## src/rtl/wpa_pkg.sv

```systemverilog
package wpa_pkg;

    // Field positions inside the control byte
    localparam int CTL_WEL  = 1;
    localparam int CTL_BPLO = 2;
    localparam int CTL_BPHI = 4;
    localparam int CTL_HPEN = 7;

    // Volatile enable-bit commands written to the top address
    localparam logic [7:0] CMD_EN_SET = 8'h02;
    localparam logic [7:0] CMD_EN_CLR = 8'h01;

    typedef enum logic [2:0] {
        K_NONE,
        K_EN_SET,
        K_EN_CLR,
        K_REG,
        K_ARRAY
    } wr_kind_e;

    typedef enum logic [0:0] {
        S_IDLE,
        S_OPEN
    } bus_state_e;

    typedef struct packed {
        logic       hpen;
        logic [2:0] bp;
        logic       wel;
    } ctl_s;

endpackage

```

## src/rtl/wpa_region.sv

```systemverilog
module wpa_region #(
    parameter int ADDR_W = 16
) (
    input  logic [2:0]        bp_i,
    input  logic [ADDR_W-1:0] addr_i,
    output logic              locked_o
);
    localparam logic [ADDR_W:0] SPAN = {1'b1, {ADDR_W{1'b0}}};

    logic [2:0]      shift_w;
    logic [ADDR_W:0] floor_w;

    always_comb begin
        shift_w  = 3'd7 - bp_i;
        floor_w  = SPAN - (SPAN >> shift_w);
        locked_o = (bp_i != 3'd0) && ({1'b0, addr_i} >= floor_w);
    end
endmodule

```

## src/rtl/wpa_decide.sv

```systemverilog
module wpa_decide
    import wpa_pkg::*;
#(
    parameter int ADDR_W = 16
) (
    input  logic              req_i,
    input  logic              in_txn_i,
    input  logic              wp_lat_i,
    input  ctl_s              ctl_i,
    input  logic [ADDR_W-1:0] addr_i,
    input  logic [7:0]        data_i,
    output wr_kind_e          kind_o,
    output logic              allow_o
);
    localparam logic [ADDR_W-1:0] TOP = '1;

    logic region_locked;

    wpa_region #(.ADDR_W(ADDR_W)) u_region (
        .bp_i     (ctl_i.bp),
        .addr_i   (addr_i),
        .locked_o (region_locked)
    );

    always_comb begin
        kind_o  = K_NONE;
        allow_o = 1'b0;
        if (req_i) begin
            if (addr_i == TOP) begin
                unique case (data_i)
                    CMD_EN_SET: kind_o = K_EN_SET;
                    CMD_EN_CLR: kind_o = K_EN_CLR;
                    default:    kind_o = K_REG;
                endcase
            end else begin
                kind_o = K_ARRAY;
            end
            unique case (kind_o)
                K_EN_SET, K_EN_CLR: allow_o = in_txn_i;
                K_REG:   allow_o = in_txn_i && ctl_i.wel && !(wp_lat_i && ctl_i.hpen);
                K_ARRAY: allow_o = in_txn_i && ctl_i.wel && !region_locked;
                default: allow_o = 1'b0;
            endcase
        end
    end
endmodule

```

## src/rtl/wpa_ctl_reg.sv

```systemverilog
module wpa_ctl_reg
    import wpa_pkg::*;
(
    input  logic       clk,
    input  logic       rst_n,
    input  logic       commit_i,
    input  wr_kind_e   kind_i,
    input  logic [7:0] data_i,
    output ctl_s       ctl_o
);
    ctl_s ctl_q;

    always_ff @(posedge clk or negedge rst_n) begin
        if (!rst_n) begin
            ctl_q <= '0;
        end else if (commit_i) begin
            unique case (kind_i)
                K_EN_SET: ctl_q.wel <= 1'b1;
                K_EN_CLR: ctl_q.wel <= 1'b0;
                K_REG: begin
                    ctl_q.bp   <= data_i[CTL_BPHI:CTL_BPLO];
                    ctl_q.hpen <= data_i[CTL_HPEN];
                    ctl_q.wel  <= 1'b0;
                end
                K_ARRAY: ctl_q.wel <= 1'b0;
                default: ctl_q <= ctl_q;
            endcase
        end
    end

    assign ctl_o = ctl_q;


    nv_commit_clears_en_chk: assert property (@(posedge clk) disable iff (!rst_n)
        (commit_i && (kind_i == K_REG || kind_i == K_ARRAY)) |=> !ctl_q.wel);
endmodule

```

## src/rtl/wp_arbiter.sv

```systemverilog
module wp_arbiter
    import wpa_pkg::*;
#(
    parameter int ADDR_W = 16
) (
    input  logic              clk,
    input  logic              rst_n,
    input  logic              txn_start,
    input  logic              txn_end,
    input  logic              wp_pin,
    input  logic              wr_req,
    input  logic [ADDR_W-1:0] wr_addr,
    input  logic [7:0]        wr_data,
    output logic              grant_o,
    output logic              deny_o,
    output logic [7:0]        ctrl_o
);
    localparam logic [ADDR_W-1:0] TOP = '1;

    bus_state_e state_q, state_d;
    logic       wp_lat_q;
    logic       grant_q, deny_q;
    ctl_s       ctl;
    wr_kind_e   kind;
    logic       allow;

    // Bus tracker state register
    always_ff @(posedge clk or negedge rst_n) begin
        if (!rst_n) state_q <= S_IDLE;
        else        state_q <= state_d;
    end

    always_comb begin
        state_d = state_q;
        unique case (state_q)
            S_IDLE: if (txn_start) state_d = S_OPEN;
            S_OPEN: if (txn_end)   state_d = S_IDLE;
            default: state_d = S_IDLE;
        endcase
    end

    wpa_decide #(.ADDR_W(ADDR_W)) u_decide (
        .req_i    (wr_req),
        .in_txn_i (state_q == S_OPEN),
        .wp_lat_i (wp_lat_q),
        .ctl_i    (ctl),
        .addr_i   (wr_addr),
        .data_i   (wr_data),
        .kind_o   (kind),
        .allow_o  (allow)
    );

    wpa_ctl_reg u_ctl (
        .clk      (clk),
        .rst_n    (rst_n),
        .commit_i (allow),
        .kind_i   (kind),
        .data_i   (wr_data),
        .ctl_o    (ctl)
    );

    // Output and pin-capture process
    always_ff @(posedge clk or negedge rst_n) begin
        if (!rst_n) begin
            wp_lat_q <= 1'b0;
            grant_q  <= 1'b0;
            deny_q   <= 1'b0;
        end else begin
            if (txn_start) wp_lat_q <= wp_pin;
            grant_q <= wr_req && allow;
            deny_q  <= wr_req && !allow;
        end
    end

    assign grant_o = grant_q;
    assign deny_o  = deny_q;
    assign ctrl_o  = {ctl.hpen, 2'b00, ctl.bp, ctl.wel, 1'b0};


    one_response_chk: assert property (@(posedge clk) disable iff (!rst_n)
        !(grant_o && deny_o));


    response_needs_req_chk: assert property (@(posedge clk) disable iff (!rst_n)
        (grant_o || deny_o) |-> $past(wr_req));


    deny_keeps_ctrl_chk: assert property (@(posedge clk) disable iff (!rst_n)
        deny_o |-> (ctrl_o == $past(ctrl_o)));


    nv_grant_needs_en_chk: assert property (@(posedge clk) disable iff (!rst_n)
        (grant_o && !($past(wr_addr) == TOP &&
                      ($past(wr_data) == CMD_EN_SET || $past(wr_data) == CMD_EN_CLR)))
        |-> $past(ctrl_o[CTL_WEL]));


    prot_bits_move_on_grant_chk: assert property (@(posedge clk) disable iff (!rst_n)
        (ctrl_o[7:2] != $past(ctrl_o[7:2])) |-> grant_o);


    idle_denies_chk: assert property (@(posedge clk) disable iff (!rst_n)
        (wr_req && state_q == S_IDLE) |=> deny_o);
endmodule

```

## config.mk

```make
export PLATFORM = sky130hd
export DESIGN_NAME = wp_arbiter
export DESIGN_NICKNAME = d
export VERILOG_FILES = /design/src/rtl/wpa_pkg.sv /design/src/rtl/wpa_region.sv /design/src/rtl/wpa_decide.sv /design/src/rtl/wpa_ctl_reg.sv /design/src/rtl/wp_arbiter.sv
export SDC_FILE = /design/constraint.sdc
export NUM_CORES = 1
export LEC_CHECK = 0
export ABC_AREA = 1
export BUFFER_PORTS_ARGS = -buffer_cell sky130_fd_sc_hd__buf_2
export CAP_MARGIN = 20
export CORE_ASPECT_RATIO = 0.75
export CORE_UTILIZATION = 46
export DETAILED_ROUTE_END_ITERATION = 8
export GPL_TIMING_DRIVEN = 0
export PLACE_DENSITY = 0.79
export SLEW_MARGIN = 20
export SYNTH_ARGS = -nofsm -noshare
export SYNTH_HDL_FRONTEND = slang
export SYNTH_SLANG_ARGS = --single-unit
```

## constraint.sdc

```tcl
create_clock -name clk -period 2.5 [get_ports clk]
set_input_delay 0.25 -clock clk [delete_from_list [all_inputs] [get_ports clk]]
set_output_delay 0.25 -clock clk [all_outputs]
set_load 0.02 [all_outputs]
```

Word-level counts from Yosys, hierarchy flattened

Index checks and enable logic that the tools add are counted.

Flip-flop bits (word level): 9
Bits in latches: 0
Bits in writable memories: 0
Memory bits (read-only): 0
Output and inout bits: 10
Memories kept: 0

$add $sub $neg: 2
$mul: 0
Div/mod/pow operators: 0
Magnitude comparators: 1
Equality and inequality tests: 11
Shift operators: 1
Muxes and demuxes: 10
Bitwise logic cells: 1
Reduce and logical (&&, ||, !) cells: 16

Operators with widths:

| cell                                                | count |
|---|---|
| >= comparator 16 x 17 -> 1 bit                      | 1 |
| >> shifter 17 x 3 -> 17 bit, first input constant   | 1 |
| subtractor 17 bit, first input constant             | 1 |
| equality test 16 bit, second input constant         | 1 |
| equality test 3 x 2 -> 1 bit, second input constant | 4 |
| two-way mux 3 bit                                   | 3 |
| equality test 8 x 1 -> 1 bit, second input constant | 1 |
| equality test 8 x 2 -> 1 bit, second input constant | 1 |
| logical AND 1 bit                                   | 7 |
| equality test 3 x 1 -> 1 bit, second input constant | 2 |
| equality test 3 bit, second input constant          | 2 |
| case mux 1 bit (2 select lines)                     | 2 |
| case mux 2 bit (2 select lines)                     | 1 |
| AND reduction 2 bit                                 | 2 |
| logical NOT 1 bit                                   | 3 |
| two-way mux 1 bit                                   | 3 |
| case mux 1 bit (3 select lines)                     | 1 |
| nonzero test 3 bit                                  | 1 |
| OR reduction 3 bit                                  | 1 |
| subtractor 3 bit, first input constant              | 1 |
| nonzero test 2 bit                                  | 1 |
| OR reduction 2 bit                                  | 1 |
| NOT 1 bit                                           | 1 |

Longest topological paths before layout

Depth in word-level cells: 11
Depth in mapped cells: 22
Mapped depth without buffers: 22

Hierarchy

Synthesis repeated with hierarchy kept, for this count alone.

Cell total of the unflattened synthesis: 143
Area total of the unflattened synthesis: 878.3 um^2

Modules (own cells, without submodules):

| module      | instances | cells an instance | area an instance (um^2) | seq. area each (um^2) |
|---|---|---|---|---|
| wpa_region  | 1         | 52                | 301.5                   | 0.0 |
| wpa_ctl_reg | 1         | 28                | 225.2                   | 125.1 |
| wpa_decide  | 1         | 42                | 176.4                   | 0.0 |
| wp_arbiter  | 1         | 21                | 175.2                   | 100.1 |

Worst setup path after synthesis

Ideal clock, no wire load.

Path type: register -> register
Start: register u_ctl.ctl_q, in the netlist u_ctl.ctl_o[2]
End: register u_ctl.ctl_q, in the netlist u_ctl.ctl_o[0]
Setup time: 117 ps
Arrival time: 2261 ps
Setup slack: 122 ps
Cell stages (with the launch flop): 21
Period minus slack after synthesis: 2378 ps
Path through: dfrtp_1 > nor2_1 > nand2_1 > ha_1 > o22ai_1 > nor2_1 > ha_1 > inv_1 > nor2_1 > nand2_1 > nor2_1 > nand2_1 > nand3_1 > nand2_1 > nand2_1 > nand2_1 > nand2_1 > nand2_1 > nand2_1 > nand2_1 > nand2_1

Word-level cells in the longest chain between the ends: 10
Elaborated cells on any way between the ends: 11
Those cells by class: add/sub: 2; order compare: 1; shift: 1; mux: 2; reduce/logical: 5

Ends and longest elaborated chain:

| element                             | RTL line          | RTL |
|---|---|---|
| from (decl)                         | wpa_ctl_reg.sv:11 | `ctl_s ctl_q;` |
| from (signal assigned)              | wpa_ctl_reg.sv:26 | `default: ctl_q <= ctl_q;` |
| subtractor 3 bit                    | wpa_region.sv:14  | `shift_w = 3'd7 - bp_i;` |
| >> shifter 17 x 3 -> 17 bit         | wpa_region.sv:15  | `floor_w = SPAN - (SPAN >> shift_w);` |
| subtractor 17 bit                   | wpa_region.sv:15  |  |
| >= comparator 16 x 17 -> 1 bit      | wpa_region.sv:16  | `locked_o = (bp_i != 3'd0) && ({1'b0, addr_i} >= floor_w);` |
| logical AND 1 bit (*)               | wpa_region.sv:16  |  |
| logical NOT 1 bit (*)               | wpa_decide.sv:41  | `K_ARRAY: allow_o = in_txn_i && ctl_i.wel && !region_locked;` |
| logical AND 1 bit (*)               | wpa_decide.sv:41  |  |
| case mux 1 bit (3 select lines) (*) | wpa_decide.sv:38  | `unique case (kind_o)` |
| two-way mux 1 bit (*)               | wpa_decide.sv:28  | `if (req_i) begin` |
| AND reduction 2 bit (no line) (*)   | n/a               |  |

Mark *: on every way between the ends. The rest lies on a longest branch, timed or not.
A chain may end at the register's enable or synchronous reset.

Worst setup path after layout

Start: register u_ctl.ctl_q, in the netlist u_ctl.ctl_o[1]
End: register u_ctl.ctl_q, in the netlist u_ctl.ctl_o[0]

Same word-level chain as after synthesis.

==> results.sh <==
export IMPL_synth_area_leaders="dfrtp_1, nand2_1, ha_1"
export IMPL_cts_buffers=3
export IMPL_antenna_found_initial=0
export IMPL_routed_wl_um=2390
export IMPL_clk_pin_slew_ns=0.06
export IMPL_port_buffers=35
export IMPL_fin_crit_ns=2.36
export IMPL_crit_path_end_kind="flop"
export IMPL_synth_largest_area_cell="dfrtp_1"
export IMPL_grt_max_degree=10
export IMPL_whs_path_depth=2
export IMPL_syn_inst=136
export IMPL_hold_viol=0
export IMPL_crit_type="reg -> reg"
export IMPL_worst_ep_required_time_ns=2.66
export IMPL_drive_above_1_share_pct=39.2
export IMPL_final_period_utilization_pct=94.5
export IMPL_synth_cell_types=22
export IMPL_dieArea_sq_mm=0.00208
export IMPL_clock_sinks=9
export IMPL_diodes=0
export IMPL_r2r_cells=22
export IMPL_area_growth_syn_to_layout_pct=41.3
export IMPL_setup_viol=0
export IMPL_die_width_um=52.4
export IMPL_yosysWarnings=0
export IMPL_place_congestion=0.921
export IMPL_synth_top_area_share_pct=25.8
export IMPL_clock_latency_ns=0.26
export IMPL_drtIter0Drc=22
export IMPL_grt_pass1_wl_um=3340
export IMPL_grt_usage_pct=22.8
export IMPL_fin_worst_skew_ns=0.00134
export IMPL_layout_cells_non_filler=203
export IMPL_die_y_um=39.8
export IMPL_max_clock_path_buffers=2
export IMPL_r2r_slack_ns=0.14
export IMPL_avgSynthCellArea_sq_um=6.43
export IMPL_ir_drop_v=0.000220
export IMPL_nNetsFinal=220
export IMPL_fin_setup_tns_ns=0
export IMPL_place_area_sq_mm=0.00108
export IMPL_r2r_end="u_ctl.ctl_o[0]$_DFFE_PN0P_"
export IMPL_cp_arrival_ns=2.52
export IMPL_slew_viol_final=0
export IMPL_tritoncts="yes"
export IMPL_num_rows=13
export IMPL_syn_area_sq_um=875
export IMPL_start_util_pct=49.8
export IMPL_cts_htree_levels=1
export IMPL_via_per_inst=5.07
export IMPL_dp_cells=195
export IMPL_clockRootBuffer="clkbuf_4"
export IMPL_grt_pass1_vias=832
export IMPL_hp_start="txn_end"
export IMPL_fin_area_sq_mm=0.00124
export IMPL_vias=1029
export IMPL_p_leak_uw=0.000661
export IMPL_cp_start_kind="flop"
export IMPL_status="completed"
export IMPL_design_core_area_sq_mm=0.00176
export IMPL_synth_seq_area_share_pct=25.8
export IMPL_dp_hpwl_um=1730
export IMPL_max_freq_ghz=0.423
export IMPL_drc=0
export IMPL_powerDensity_mw_per_mm2=274
export IMPL_ant_nets=0
export IMPL_ios=40
export IMPL_overflow=0
export IMPL_whs_endpoint="state_q$_DFF_PN0_"
export IMPL_wl_per_cell_um=11.8
export IMPL_crit_fanout=5
export IMPL_ys_ff_latch=9
export IMPL_min_path_type="in -> reg"
export IMPL_finalPower_uw=339
export IMPL_worstReg2RegStart="u_ctl.ctl_o[1]$_DFFE_PN0P_"
export IMPL_drt_pass1_iterations=4
export IMPL_drv_cap=0
[through the flow]
step                hold slack (ns)  setup slack [ns]  util (%)
finish                        0.167             0.136      70.4
global placement              0.106           -0.0226      61.8
detailed placement            0.118           -0.0954      61.8
global route                  0.155           -0.0495      70.4
floorplan                   -0.0456             0.122         -
CTS                           0.160            0.0152      64.2
[repair_timing]
action	4_1_cts	5_1_grt
setup buffers	0	3
hold endpoints to repair	9	0
pin swaps	0	6
setup endpoints to repair	7	7
hold buffers	1	0
resized for setup	3	22
[cell usage after synthesis]
cell type	count
o21ai_0	3
nand3b_1	1
buf_4	4
nand4_2	1
nand2_1	51
xnor2_1	1
nor3_1	1
nor3b_1	1
o22ai_1	1
a21oi_2	1
mux2_2	1
nand3_1	4
nor2_1	23
inv_1	13
ha_1	8
nor2_4	2
nand4_1	6
dfrtp_1	9
nor3b_2	1
conb_1	1
clkbuf_1	1
a21oi_1	2
[how the worst max path moves through the flow]
stage	startpoint	end	slack, ns	cells past startpoint
floorplan	u_ctl.ctl_o[2]$_DFFE_PN0P_	u_ctl.ctl_o[0]$_DFFE_PN0P_	0.12	20
global placement	u_ctl.ctl_o[2]$_DFFE_PN0P_	u_ctl.ctl_o[0]$_DFFE_PN0P_	-0.02	21
detailed placement	u_ctl.ctl_o[2]$_DFFE_PN0P_	u_ctl.ctl_o[0]$_DFFE_PN0P_	-0.1	21
CTS	u_ctl.ctl_o[2]$_DFFE_PN0P_	u_ctl.ctl_o[0]$_DFFE_PN0P_	0.02	21
global route	u_ctl.ctl_o[1]$_DFFE_PN0P_	u_ctl.ctl_o[0]$_DFFE_PN0P_	-0.05	19
finish	u_ctl.ctl_o[1]$_DFFE_PN0P_	u_ctl.ctl_o[0]$_DFFE_PN0P_	0.14	22
[state kept, by name, summed over array words and instances (netlist names)]
signal       flops
u_ctl.ctl_o      5
deny_o           1
grant_o          1
state_q          1
wp_lat_q         1
[per-layer routing]
layer	vias to the layer above	global-route usage [%]	wire length, um
li1	518	-	-
met1	473	25.1	1000
met2	38	42.4	1250
met3	0	6.98	134
met4	0	6.58	0
met5	-	0	0
[layout by cell type (no fill, tap or decap), types with 4 or more instances in the layout]
cell	synthesis	routed
buf_2	0	35
buf_4	4	7
dfrtp_1	9	7
ha_1	8	6
inv_1	13	10
nand2_1	51	44
nand2_2	0	5
nand3_1	4	4
nand4_1	6	6
nor2_1	23	19
[area by class of cell]
class / instances / area, sq um
plain buffers: 5 / 33.8
clock buffers: 4 / 26.3
fillers: 156 / 520
inverters: 13 / 48.8
multi-input cells: 111 / 664
flip-flops and latches: 9 / 228
well taps: 22 / 27.5
repair buffers: 39 / 208
[logic make-up (layout without fill, tap and decap cells)]
kind of cell               count (synthesis)  after routing  share of synthesized area [%]
and+or+nand+nor                           91             91                           46.1
adders and majority gates                  8              8                           11.4
other                                      1              3                          0.429
DFF                                        9              9                           25.8
xor gates and xnor gates                   1              1                           1.00
AOI/OAI and AO/OA                          7              7                           4.58
muxes                                      1              1                           1.29
buffers and inverters                     18             61                           9.44
[critical path, stage by stage (launching register included)]
cell	delay, ns
dfrtp_2	0.41
inv_1	0.06
nor2_2	0.15
nand2_2	0.09
ha_4	0.19
nand2_1	0.07
nand2_1	0.06
nor2_2	0.12
ha_1	0.25
inv_2	0.07
nor2_1	0.04
nand2_1	0.05
nor2_1	0.04
nand2_1	0.05
nand3_1	0.07
nand2_1	0.07
nand2_2	0.08
nand2_4	0.09
nand2_2	0.06
nand2_2	0.09
nand2_2	0.06
nand2_1	0.05
nand2_1	0.04
[report_power, final]
part | internal (uW) | switching [uW]
clock | 61.7 | 53.3
sequential | 150 | 2.15
combinational | 33.6 | 38.1
total | 246 | 93.6
Power figures use the tool's default switching activity.
